[src/rtl/pwrwake_pkg.sv]
package pwrwake_pkg;
  typedef enum logic [1:0] {
    ST_RUN      = 2'd0,
    ST_SLEEP    = 2'd1,
    ST_WAIT_TMR = 2'd2,
    ST_WAIT_PIN = 2'd3
  } pw_state_t;

  localparam int unsigned DEF_NUM_IRQ = 2;
  localparam int unsigned DEF_TMR_W   = 16;
  localparam int unsigned DEF_SYNC    = 2;
endpackage

[src/rtl/wake_sync.sv]
module wake_sync #(
  parameter int unsigned N      = 2,
  parameter int unsigned STAGES = 2
) (
  input  logic         clk,
  input  logic         rst,
  input  logic [N-1:0] pin_n,
  output logic [N-1:0] fall,
  output logic [N-1:0] rise
);
  localparam int unsigned DEPTH = STAGES + 1;

  for (genvar g = 0; g < N; g++) begin : g_pin
    logic [DEPTH-1:0] sr;
    always_ff @(posedge clk) begin
      if (rst) sr <= '1;
      else     sr <= {sr[DEPTH-2:0], pin_n[g]};
    end
    // sr[STAGES-1] is the synchronised level, sr[STAGES] its previous value
    assign fall[g] = sr[STAGES]   & ~sr[STAGES-1];
    assign rise[g] = ~sr[STAGES]  &  sr[STAGES-1];
  end
endmodule

[src/rtl/wake_qual.sv]
module wake_qual #(
  parameter int unsigned N     = 2,
  parameter int unsigned SRC_W = 1
) (
  input  logic [N-1:0]     fall,
  input  logic [N-1:0]     en,
  input  logic [N-1:0]     edge_sel,
  output logic             hit,
  output logic [SRC_W-1:0] src
);
  logic [N-1:0] qual;
  assign qual = fall & en & ~edge_sel;
  assign hit  = |qual;

  // lowest index has priority: scan from the top down
  always_comb begin
    src = '0;
    for (int i = N - 1; i >= 0; i--) begin
      if (qual[i]) src = SRC_W'(i);
    end
  end
endmodule

[src/rtl/startup_timer.sv]
module startup_timer #(
  parameter int unsigned W = 16
) (
  input  logic         clk,
  input  logic         rst,
  input  logic         load,
  input  logic [W-1:0] load_val,
  input  logic         run,
  output logic         done
);
  logic [W-1:0] cnt;

  // done when one or zero cycles remain; a zero load behaves as one
  assign done = (cnt <= W'(1));

  always_ff @(posedge clk) begin
    if (rst)                cnt <= '0;
    else if (load)          cnt <= load_val;
    else if (run && !done)  cnt <= cnt - W'(1);
  end
endmodule

[src/rtl/pwrwake_ctrl.sv]
module pwrwake_ctrl
  import pwrwake_pkg::*;
#(
  parameter int unsigned NUM_IRQ = DEF_NUM_IRQ,
  parameter int unsigned TMR_W   = DEF_TMR_W,
  parameter int unsigned SYNC    = DEF_SYNC
) (
  input  logic               clk_ref,
  input  logic               rst,
  input  logic               sleep_wr,
  input  logic               sleep_wdata,
  input  logic [NUM_IRQ-1:0] irq_pin_n,
  input  logic [NUM_IRQ-1:0] irq_en,
  input  logic [NUM_IRQ-1:0] irq_edge_sel,
  input  logic               wake_timed,
  input  logic [TMR_W-1:0]   sut_count,
  output logic               osc_en,
  output logic               core_clk_en,
  output logic               sleep_bit,
  output logic [NUM_IRQ-1:0] wake_irq
);
  localparam int unsigned SRC_W = (NUM_IRQ > 1) ? $clog2(NUM_IRQ) : 1;

  pw_state_t          state;
  logic [SRC_W-1:0]   src_q;
  logic [NUM_IRQ-1:0] pin_fall, pin_rise;
  logic               wake_hit;
  logic [SRC_W-1:0]   wake_src;
  logic               tmr_done;
  logic               enter_sleep;
  logic               release_now;
  logic [NUM_IRQ-1:0] src_onehot;

  wake_sync #(.N(NUM_IRQ), .STAGES(SYNC)) u_sync (
    .clk   (clk_ref),
    .rst   (rst),
    .pin_n (irq_pin_n),
    .fall  (pin_fall),
    .rise  (pin_rise)
  );

  wake_qual #(.N(NUM_IRQ), .SRC_W(SRC_W)) u_qual (
    .fall     (pin_fall),
    .en       (irq_en),
    .edge_sel (irq_edge_sel),
    .hit      (wake_hit),
    .src      (wake_src)
  );

  assign enter_sleep = (state == ST_RUN) && sleep_wr && sleep_wdata;

  startup_timer #(.W(TMR_W)) u_tmr (
    .clk      (clk_ref),
    .rst      (rst),
    .load     (enter_sleep),
    .load_val (sut_count),
    .run      (state == ST_WAIT_TMR),
    .done     (tmr_done)
  );

  always_comb begin
    release_now = 1'b0;
    case (state)
      ST_WAIT_TMR: release_now = tmr_done;
      ST_WAIT_PIN: release_now = pin_rise[src_q];
      default:     release_now = 1'b0;
    endcase
  end

  assign src_onehot = NUM_IRQ'(1) << src_q;

  always_ff @(posedge clk_ref) begin
    if (rst) begin
      state       <= ST_RUN;
      osc_en      <= 1'b1;
      core_clk_en <= 1'b1;
      sleep_bit   <= 1'b0;
      wake_irq    <= '0;
      src_q       <= '0;
    end else begin
      wake_irq <= '0;
      case (state)
        ST_RUN: begin
          if (enter_sleep) begin
            state       <= ST_SLEEP;
            osc_en      <= 1'b0;
            core_clk_en <= 1'b0;
            sleep_bit   <= 1'b1;
          end
        end
        ST_SLEEP: begin
          if (wake_hit) begin
            src_q  <= wake_src;
            osc_en <= 1'b1;
            state  <= wake_timed ? ST_WAIT_TMR : ST_WAIT_PIN;
          end
        end
        default: begin
          if (release_now) begin
            state       <= ST_RUN;
            core_clk_en <= 1'b1;
            sleep_bit   <= 1'b0;
            wake_irq    <= src_onehot;
          end
        end
      endcase
    end
  end
endmodule

[config.mk]
export PLATFORM = sky130hd
export DESIGN_NAME = pwrwake_ctrl
export DESIGN_NICKNAME = d
export VERILOG_FILES = /design/src/rtl/pwrwake_pkg.sv /design/src/rtl/wake_sync.sv /design/src/rtl/wake_qual.sv /design/src/rtl/startup_timer.sv /design/src/rtl/pwrwake_ctrl.sv
export SDC_FILE = /design/constraint.sdc
export NUM_CORES = 1
export LEC_CHECK = 0
export ABC_AREA = 1
export BUFFER_PORTS_ARGS = -buffer_cell sky130_fd_sc_hd__buf_2
export CAP_MARGIN = 25
export CORE_ASPECT_RATIO = 0.9
export CORE_MARGIN = 2
export CORE_UTILIZATION = 52
export CTS_BUF_LIST = sky130_fd_sc_hd__clkbuf_8
export CTS_CLUSTER_SIZE = 24
export DETAILED_ROUTE_END_ITERATION = 6
export GPL_TIMING_DRIVEN = 1
export PLACE_DENSITY = 0.89
export SLEW_MARGIN = 10
export SYNTH_ARGS = -nofsm -noshare
export SYNTH_HDL_FRONTEND = slang
export SYNTH_SLANG_ARGS = --single-unit
[constraint.sdc]
create_clock -name clk_ref -period 1.55 [get_ports clk_ref]
set_input_delay 0.31 -clock clk_ref [delete_from_list [all_inputs] [get_ports clk_ref]]
set_output_delay 0.31 -clock clk_ref [all_outputs]
set_load 0.01 [all_outputs]
==> impl_metrics.json, run 1 <==
{
  "synth_largest_type_area_fraction": 0.332,
  "drive_gt1_frac": 0.353,
  "die-height_um": 59.9,
  "min_path_type": "in2reg",
  "post_synth_instance_area_um2": 1810,
  "clk_pin_slew_ns": 0.06,
  "clkLatencyLatePin_ns": 0.29,
  "dr.pass1.iters": 5,
  "antenna-diode-count": 0,
  "ys_dominant_reg_cell": "dfxtp_1",
  "grt_first_pass_wirelength_mm": 7.18,
  "max_cap_violations": 0,
  "gp_routability_congestion": 0.884,
  "leakage_nw": 1.08,
  "synthesis.area_per_instance_um2": 6.80,
  "synth_cells": 266,
  "r2r_setup_slack_ns": 0.03,
  "r2r_start": "u_tmr.cnt[0]",
  "clock_tree_from_tritoncts": "built",
  "global_route.usage.total": 0.243,
  "synthTopCellsByArea": "dfxtp_1 33%, nand2_1 13%, nor2_1 9.6%",
  "area_delta_synth_final_pct": 24.8,
  "initialDrtViolationCount": 139,
  "asyncSetResetFlopFracSynth": 0,
  "timing.final.max_slew_violations": 0,
  "maximum_number_of_pins_on_one_net_before_global_route_repair": 19,
  "synth-edff-count": 0,
  "synth.ff_latch_count": 30,
  "rr_worst_depth": 14,
  "detailed_place_hpwl_mm": 3.24,
  "syn_nets": 295,
  "worst_setup_sp": "u_tmr.cnt[0]",
  "max_slew.worst_pin.slew_ns": 0.447,
  "skew_ns": 0.00415,
  "cts_root_buf": "clkbuf_8",
  "clock-sinks": 30,
  "num_io_pins": 32,
  "initial_core_util": 0.539,
  "rsz0062_at_grt": "yes",
  "cp.arrival_ns": 1.75,
  "grt.overflow.total": 0,
  "critPathLaunchType": "flip-flop",
  "crit_end": "state[0]",
  "timing.slew.headroom": 0.702,
  "placed_area_um2": 2030,
  "synthDominantAreaCellType": "dfxtp_1",
  "first_global_vias": 1692,
  "antenna_left": 0,
  "totalPowerFinal_mw": 5.44,
  "hold_viol": 0,
  "antenna_found_initial": 0,
  "setup.worst_path.class": "reg2reg",
  "timing.critical_path.fanout_max": 3,
  "status": "completed",
  "ir_worst_vdd_v": 0.00118,
  "drt-total-wl_mm": 4.69,
  "place_worst_setup_slack_ns": 0.00163,
  "dieArea_um2": 3970,
  "setup_tns_ns": 0,
  "remaining_drc_errors": 0,
  "post-route-cell-area_um2": 2260,
  "finalCritPeriodShare": 0.982,
  "timing.rr.end": "state[0]",
  "crit_required_ns": 1.78,
  "worst_setup_path_end_kind": "flip-flop",
  "io_buffers": 31,
  "route.vias.total": 1921,
  "cts_made_buffers": 5,
  "power_density_nw_per_um2": 2410,
  "drt_via_density": 5.32,
  "sequential_to_total_area_share_from_yosys_stat": 0.332,
  "finalNetCount": 346,
  "core_um2": 3350,
  "final_core_util": 0.673,
  "width_of_the_chip_um": 66.2,
  "clockBufferDepth": 2,
  "synthesis.yosys.warnings": 0,
  "cts-htree-levels": 2,
  "final-setup-viol-count": 0,
  "min_period_ns": 1.52,
  "detail_route.wl_per_cell_um": 13.0,
  "fin_ws_ns": 0.0280,
  "filler_cell_count": 295,
  "fmax_ghz": 0.657,
  "rows": 20,
  "post_synth_num_cell_types": 29
}
worst min-delay path by stage:
stage	start	endpoint	slack (ns)	cells after the start
finish	irq_pin_n[1]	u_sync.g_pin[1].sr[0]	0.20	2
global route	irq_pin_n[1]	u_sync.g_pin[1].sr[0]	0.20	2
CTS	irq_pin_n[1]	u_sync.g_pin[1].sr[0]	0.20	2
detailed placement	u_sync.g_pin[1].sr[0]	u_sync.g_pin[1].sr[1]	0.40	1
global placement	u_sync.g_pin[1].sr[0]	u_sync.g_pin[1].sr[1]	0.39	1
floorplan	u_sync.g_pin[0].sr[0]	u_sync.g_pin[0].sr[1]	0.39	1
Yosys cell counts (2+ instances only):
| master | instances |
|---|---|
| o21ai_0 | 18 |
| a21oi_2 | 4 |
| xnor2_1 | 3 |
| inv_1 | 23 |
| or2_2 | 12 |
| buf_6 | 4 |
| a21oi_1 | 10 |
| nand3b_1 | 4 |
| nand2_1 | 62 |
| nor2_1 | 46 |
| ha_1 | 2 |
| nand3_1 | 23 |
| nand2_2 | 6 |
| nor2_2 | 4 |
| dfxtp_1 | 30 |
| xor2_1 | 2 |
cells by family (layout without fill, tap and decap cells):
| family | after synthesis | after routing | synth area share |
|---|---|---|---|
| simple gates | 163 | 163 | 0.423 |
| compound gates | 34 | 34 | 0.107 |
| buf+inv | 31 | 82 | 0.0948 |
| flops | 30 | 30 | 0.332 |
| xor+xnor | 5 | 5 | 0.0242 |
| fa+ha+maj | 2 | 2 | 0.0138 |
| mux | 1 | 1 | 0.00554 |
report_power, final:
part           internal, mW  leakage (nW)  switching, mW
Combinational          1.41         0.789           2.14
Clock                 0.300        0.0438          0.289
Sequential             1.02         0.248          0.274
layer usage:
layer,global-route usage,wire length (um),vias up
met1,0.305,1960,849
met3,0.0640,369,23
met2,0.387,2190,103
li1,-,-,946
met5,0,0,-
met4,0.122,165,0
critical path: stages (launching register included):
cell and delay (ns):
dfxtp_4 0.37, inv_4 0.06, ha_4 0.15, inv_2 0.04
nand2_1 0.05, nand2_1 0.05, nor2_1 0.11, nand2_1 0.09
nand2_2 0.09, nand2_2 0.06, nand2_2 0.10, nand2_2 0.07
nand2_2 0.06, nand2_2 0.05, nor2_2 0.12
repair_timing:
action                                  CTS  global route
buffers inserted                          0             8
hold buffers                              0             0
pin swaps                                 1            13
resized for setup                         2            27
endpoints found under the setup margin    5            18
gates cloned                              0             0
registers in the layout, summed over array words and instances (netlist names):
signal	flops
src_q	1
u_tmr.cnt	16
sleep_bit	1
core_clk_en	1
osc_en	1
u_sync.g_pin.sr	6
wake_irq	2
state	2
through the flow:
step	hold WS, ns	instances
2_1_floorplan	0.389	266
3_3_place_gp	0.392	346
3_5_place_dp	0.398	346
4_1_cts	0.198	353
5_1_grt	0.204	361
6_report	0.203	361
cell usage in the layout, fill, tap and decap left out, types with 3 or more instances in the layout:
cell type,Yosys,routed
a21oi_1,10,9
a21oi_2,4,5
buf_2,0,31
buf_4,1,20
clkbuf_8,0,5
dfxtp_1,30,27
inv_1,23,20
nand2_1,62,56
nand2_2,6,12
nand3_1,23,22
nand3b_1,4,4
nor2_1,46,40
nor2_2,4,9
o21ai_0,18,18
or2_2,12,12
xnor2_1,3,3
layout make-up:
type,instances,area [um2],area share
Clock buffer,5,68.8,0.0305
Clock inverter,2,10.0,0.00444
Inverter,24,105,0.0466
Multi-Input combinational cell,205,1100,0.490
Timing Repair Buffer,51,305,0.135
Sequential cell,30,607,0.269
Tap cell,44,55.1,0.0244
(Power assumes the default switching activity.)
==> run 2, diff against run 1 <==
ABC_AREA = unset   (was 1)
CORE_UTILIZATION = 51   (was 52)
==> run 2 against run 1 <==
Net effect: the flow now finishes with violations (setup timing); critical path depth fell by 5; global-route usage is 2.2 points higher; fmax fell by 17%; register-to-register slack worse by 0.30 ns; first-iteration DRC count down 10%; sequential power shrank 33%; largest power group is now the clock network; sequential share of layout area shrank 3.2 points; routed wire length rose by 21%; via count is 8.7% lower; flip-flop and latch count unchanged; combinational power fell by 79%; clock-buffer cell count up 1; critical path type unchanged.
==> impl_metrics.json, run 2 <==
{
  "path_cells": "inv_2, ha_4, nor2_4, and4bb_4, buf_6, a21boi_4, buf_6, xnor2_1, a211oi_1",
  "synth.most_common_cell": "dfxtp_1",
  "area_delta_synth_final_pct": 63.9,
  "cp_top_family": "compound AO/OA/AOI/OAI gates",
  "power_density_nw_per_um2": 1020,
  "core_um2": 3000,
  "sequential_to_total_area_share_from_yosys_stat": 0.381,
  "clk_pin_slew_ns": 0.07,
  "clock-sinks": 30,
  "cp_num_buf_inv": 3,
  "fin_ws_ns": -0.275,
  "route.vias.total": 1753,
  "synth-edff-count": 0,
  "clkLatencyLatePin_ns": 0.29,
  "timing.slew.headroom": 0.709,
  "dieArea_um2": 3550,
  "post_synth_num_cell_types": 45,
  "detailed_place_hpwl_mm": 2.70,
  "slowest_stage": "dfxtp_4",
  "violated_checks": "setup timing",
  "synth.ff_latch_count": 30,
  "drt-total-wl_mm": 5.70,
  "drt_via_density": 5.96,
  "rows": 19,
  "crit_required_ns": 1.74,
  "layout_commonest_cell": "buf_4",
  "largest_register_ffs": 16,
  "drive_gt1_frac": 0.575,
  "die-height_um": 56.7,
  "num_io_pins": 32,
  "grt_first_pass_wirelength_mm": 7.33,
  "gp_routability_congestion": 0.861,
  "timing.critical_path.fanout_max": 6,
  "critical-path-top-cell-by-count": "buf_6",
  "leakage_nw": 1.03,
  "first_global_vias": 1602,
  "synthesis.area_per_instance_um2": 8.81,
  "io_buffers": 31,
  "cts-htree-levels": 2,
  "setup_tns_ns": -3.28,
  "status": "finished, violations left",
  "clock_tree_from_tritoncts": "built",
  "critPathLaunchType": "flip-flop",
  "ir_worst_vdd_v": 0.000703,
  "setup.worst_path.class": "reg2reg",
  "fmax_ghz": 0.548,
  "global_route.usage.total": 0.264,
  "initial_core_util": 0.526,
  "cts_root_buf": "clkbuf_8",
  "finalNetCount": 280,
  "finalCritPeriodShare": 1.18,
  "antenna-diode-count": 0,
  "synthTopCellsByArea": "dfxtp_1 38%, nor2_1 6.2%, a211oi_1 5.7%",
  "regMostFlops": "u_tmr.cnt",
  "syn_nets": 208,
  "skew_ns": 0.00250,
  "antenna_found_initial": 0,
  "max_slew.worst_pin.slew_ns": 0.436,
  "timing.final.max_slew_violations": 0,
  "synthesis.yosys.warnings": 0,
  "top_regs": "u_tmr.cnt (16), u_sync.g_pin.sr (6)",
  "grt.overflow.total": 0,
  "clockBufferDepth": 2,
  "post_synth_instance_area_um2": 1580,
  "ys_dominant_reg_cell": "dfxtp_1",
  "maximum_number_of_pins_on_one_net_before_global_route_repair": 22,
  "synth_largest_type_area_fraction": 0.381,
  "remaining_drc_errors": 0,
  "antenna_left": 0,
  "cts.hold.buffers_added": 0,
  "width_of_the_chip_um": 62.6,
  "min_period_ns": 1.83,
  "synth_cells": 179,
  "worst_setup_path_end_kind": "flip-flop",
  "max_stage_delay_ns": 0.39,
  "final_core_util": 0.863,
  "dr.pass1.iters": 4,
  "max_cap_violations": 0,
  "final_cell_mix": "32 x buf_4, 31 x buf_2, 25 x nor2_1",
  "detail_route.wl_per_cell_um": 19.4,
  "asyncSetResetFlopFracSynth": 0,
  "final-setup-viol-count": 21,
  "synthDominantAreaCellType": "dfxtp_1",
  "initialDrtViolationCount": 125,
  "min_path_type": "in2reg",
  "cts_made_buffers": 5,
  "synthTopCellsByCount": "30 x dfxtp_1, 26 x nor2_1, 13 x nand2_1",
  "cp.arrival_ns": 2.01,
  "rsz0062_at_grt": "yes",
  "totalPowerFinal_mw": 2.64,
  "hold_viol": 0
}
run 2: cell types whose count changed after synthesis, moves of 6 or more:
| cell | previous run | this run |
|---|---|---|
| nand3_1 | 23 | 2 |
| nand2_1 | 62 | 13 |
| inv_1 | 23 | 7 |
| clkbuf_1 | 1 | 8 |
| nand2_2 | 6 | 0 |
| o21ai_0 | 18 | 6 |
| nor2_1 | 46 | 26 |
| a211oi_1 | 0 | 12 |
| or2_2 | 12 | 6 |
run 2: cell families (layout without fill, tap and decap cells):
| family | after synthesis | after routing | synth area share |
|---|---|---|---|
| and+or+nand+nor | 84 | 84 | 0.323 |
| AOI/OAI and AO/OA | 38 | 39 | 0.188 |
| DFF | 30 | 30 | 0.381 |
| buffers and inverters | 17 | 89 | 0.0476 |
| xor gates and xnor gates | 8 | 8 | 0.0444 |
| adders and majority gates | 2 | 2 | 0.0159 |
run 2: layout make-up:
type | count | area [um2]
fillers | 150 | 412
clock inverters | 2 | 60.1
flip-flops and latches | 30 | 612
repair buffers | 74 | 528
well taps | 42 | 52.6
clock buffers | 6 | 82.6
inverters | 7 | 28.8
multi-input cells | 133 | 1220
run 2: per-stage QoR:
step           setup WS, ns  hold slack, ns  area [um2]  instances
2_1_floorplan        -0.117           0.389        1620        179
3_3_place_gp         -0.130           0.390        1990        270
3_5_place_dp         -0.198           0.405        1990        270
4_1_cts              -0.119           0.203        2380        288
5_1_grt              -0.354           0.198        2580        294
6_report             -0.275           0.201        2580        294
run 2: repair_timing:
action	CTS	global route
endpoints found under the setup margin	20	21
pin swaps	26	29
buffers inserted	9	6
resized for setup	34	32
cloned	1	0
run 2: worst register-to-register path: stages (launching register included):
cell	delay, ns
dfxtp_4	0.39
inv_2	0.05
ha_4	0.18
nor2_4	0.06
and4bb_4	0.22
buf_6	0.13
a21boi_4	0.27
buf_6	0.15
xnor2_1	0.06
a211oi_1	0.22
run 2: final timing paths:
path	startpoint	endpoint	slack, ns	cells after the start
worst max-delay path	u_tmr.cnt[0]	u_tmr.cnt[0]	-0.28	9
worst min-delay path	irq_pin_n[0]	u_sync.g_pin[0].sr[0]	0.20	2
worst max register to register	u_tmr.cnt[0]	u_tmr.cnt[0]	-0.28	9
worst min register to register	u_sync.g_pin[0].sr[0]	u_sync.g_pin[0].sr[1]	0.42	1
run 2: metal layers:
metal,up-vias,track usage,wire (um)
met5,-,0,0
met4,0,0.117,160
met3,23,0.0581,308
met2,85,0.479,2940
met1,850,0.298,2290
li1,795,-,-
run 2: power by group:
group | leakage [nW] | internal, mW | switching (mW)
Combinational | 0.712 | 0.365 | 0.397
Sequential | 0.250 | 0.822 | 0.0494
Clock | 0.0714 | 0.686 | 0.319
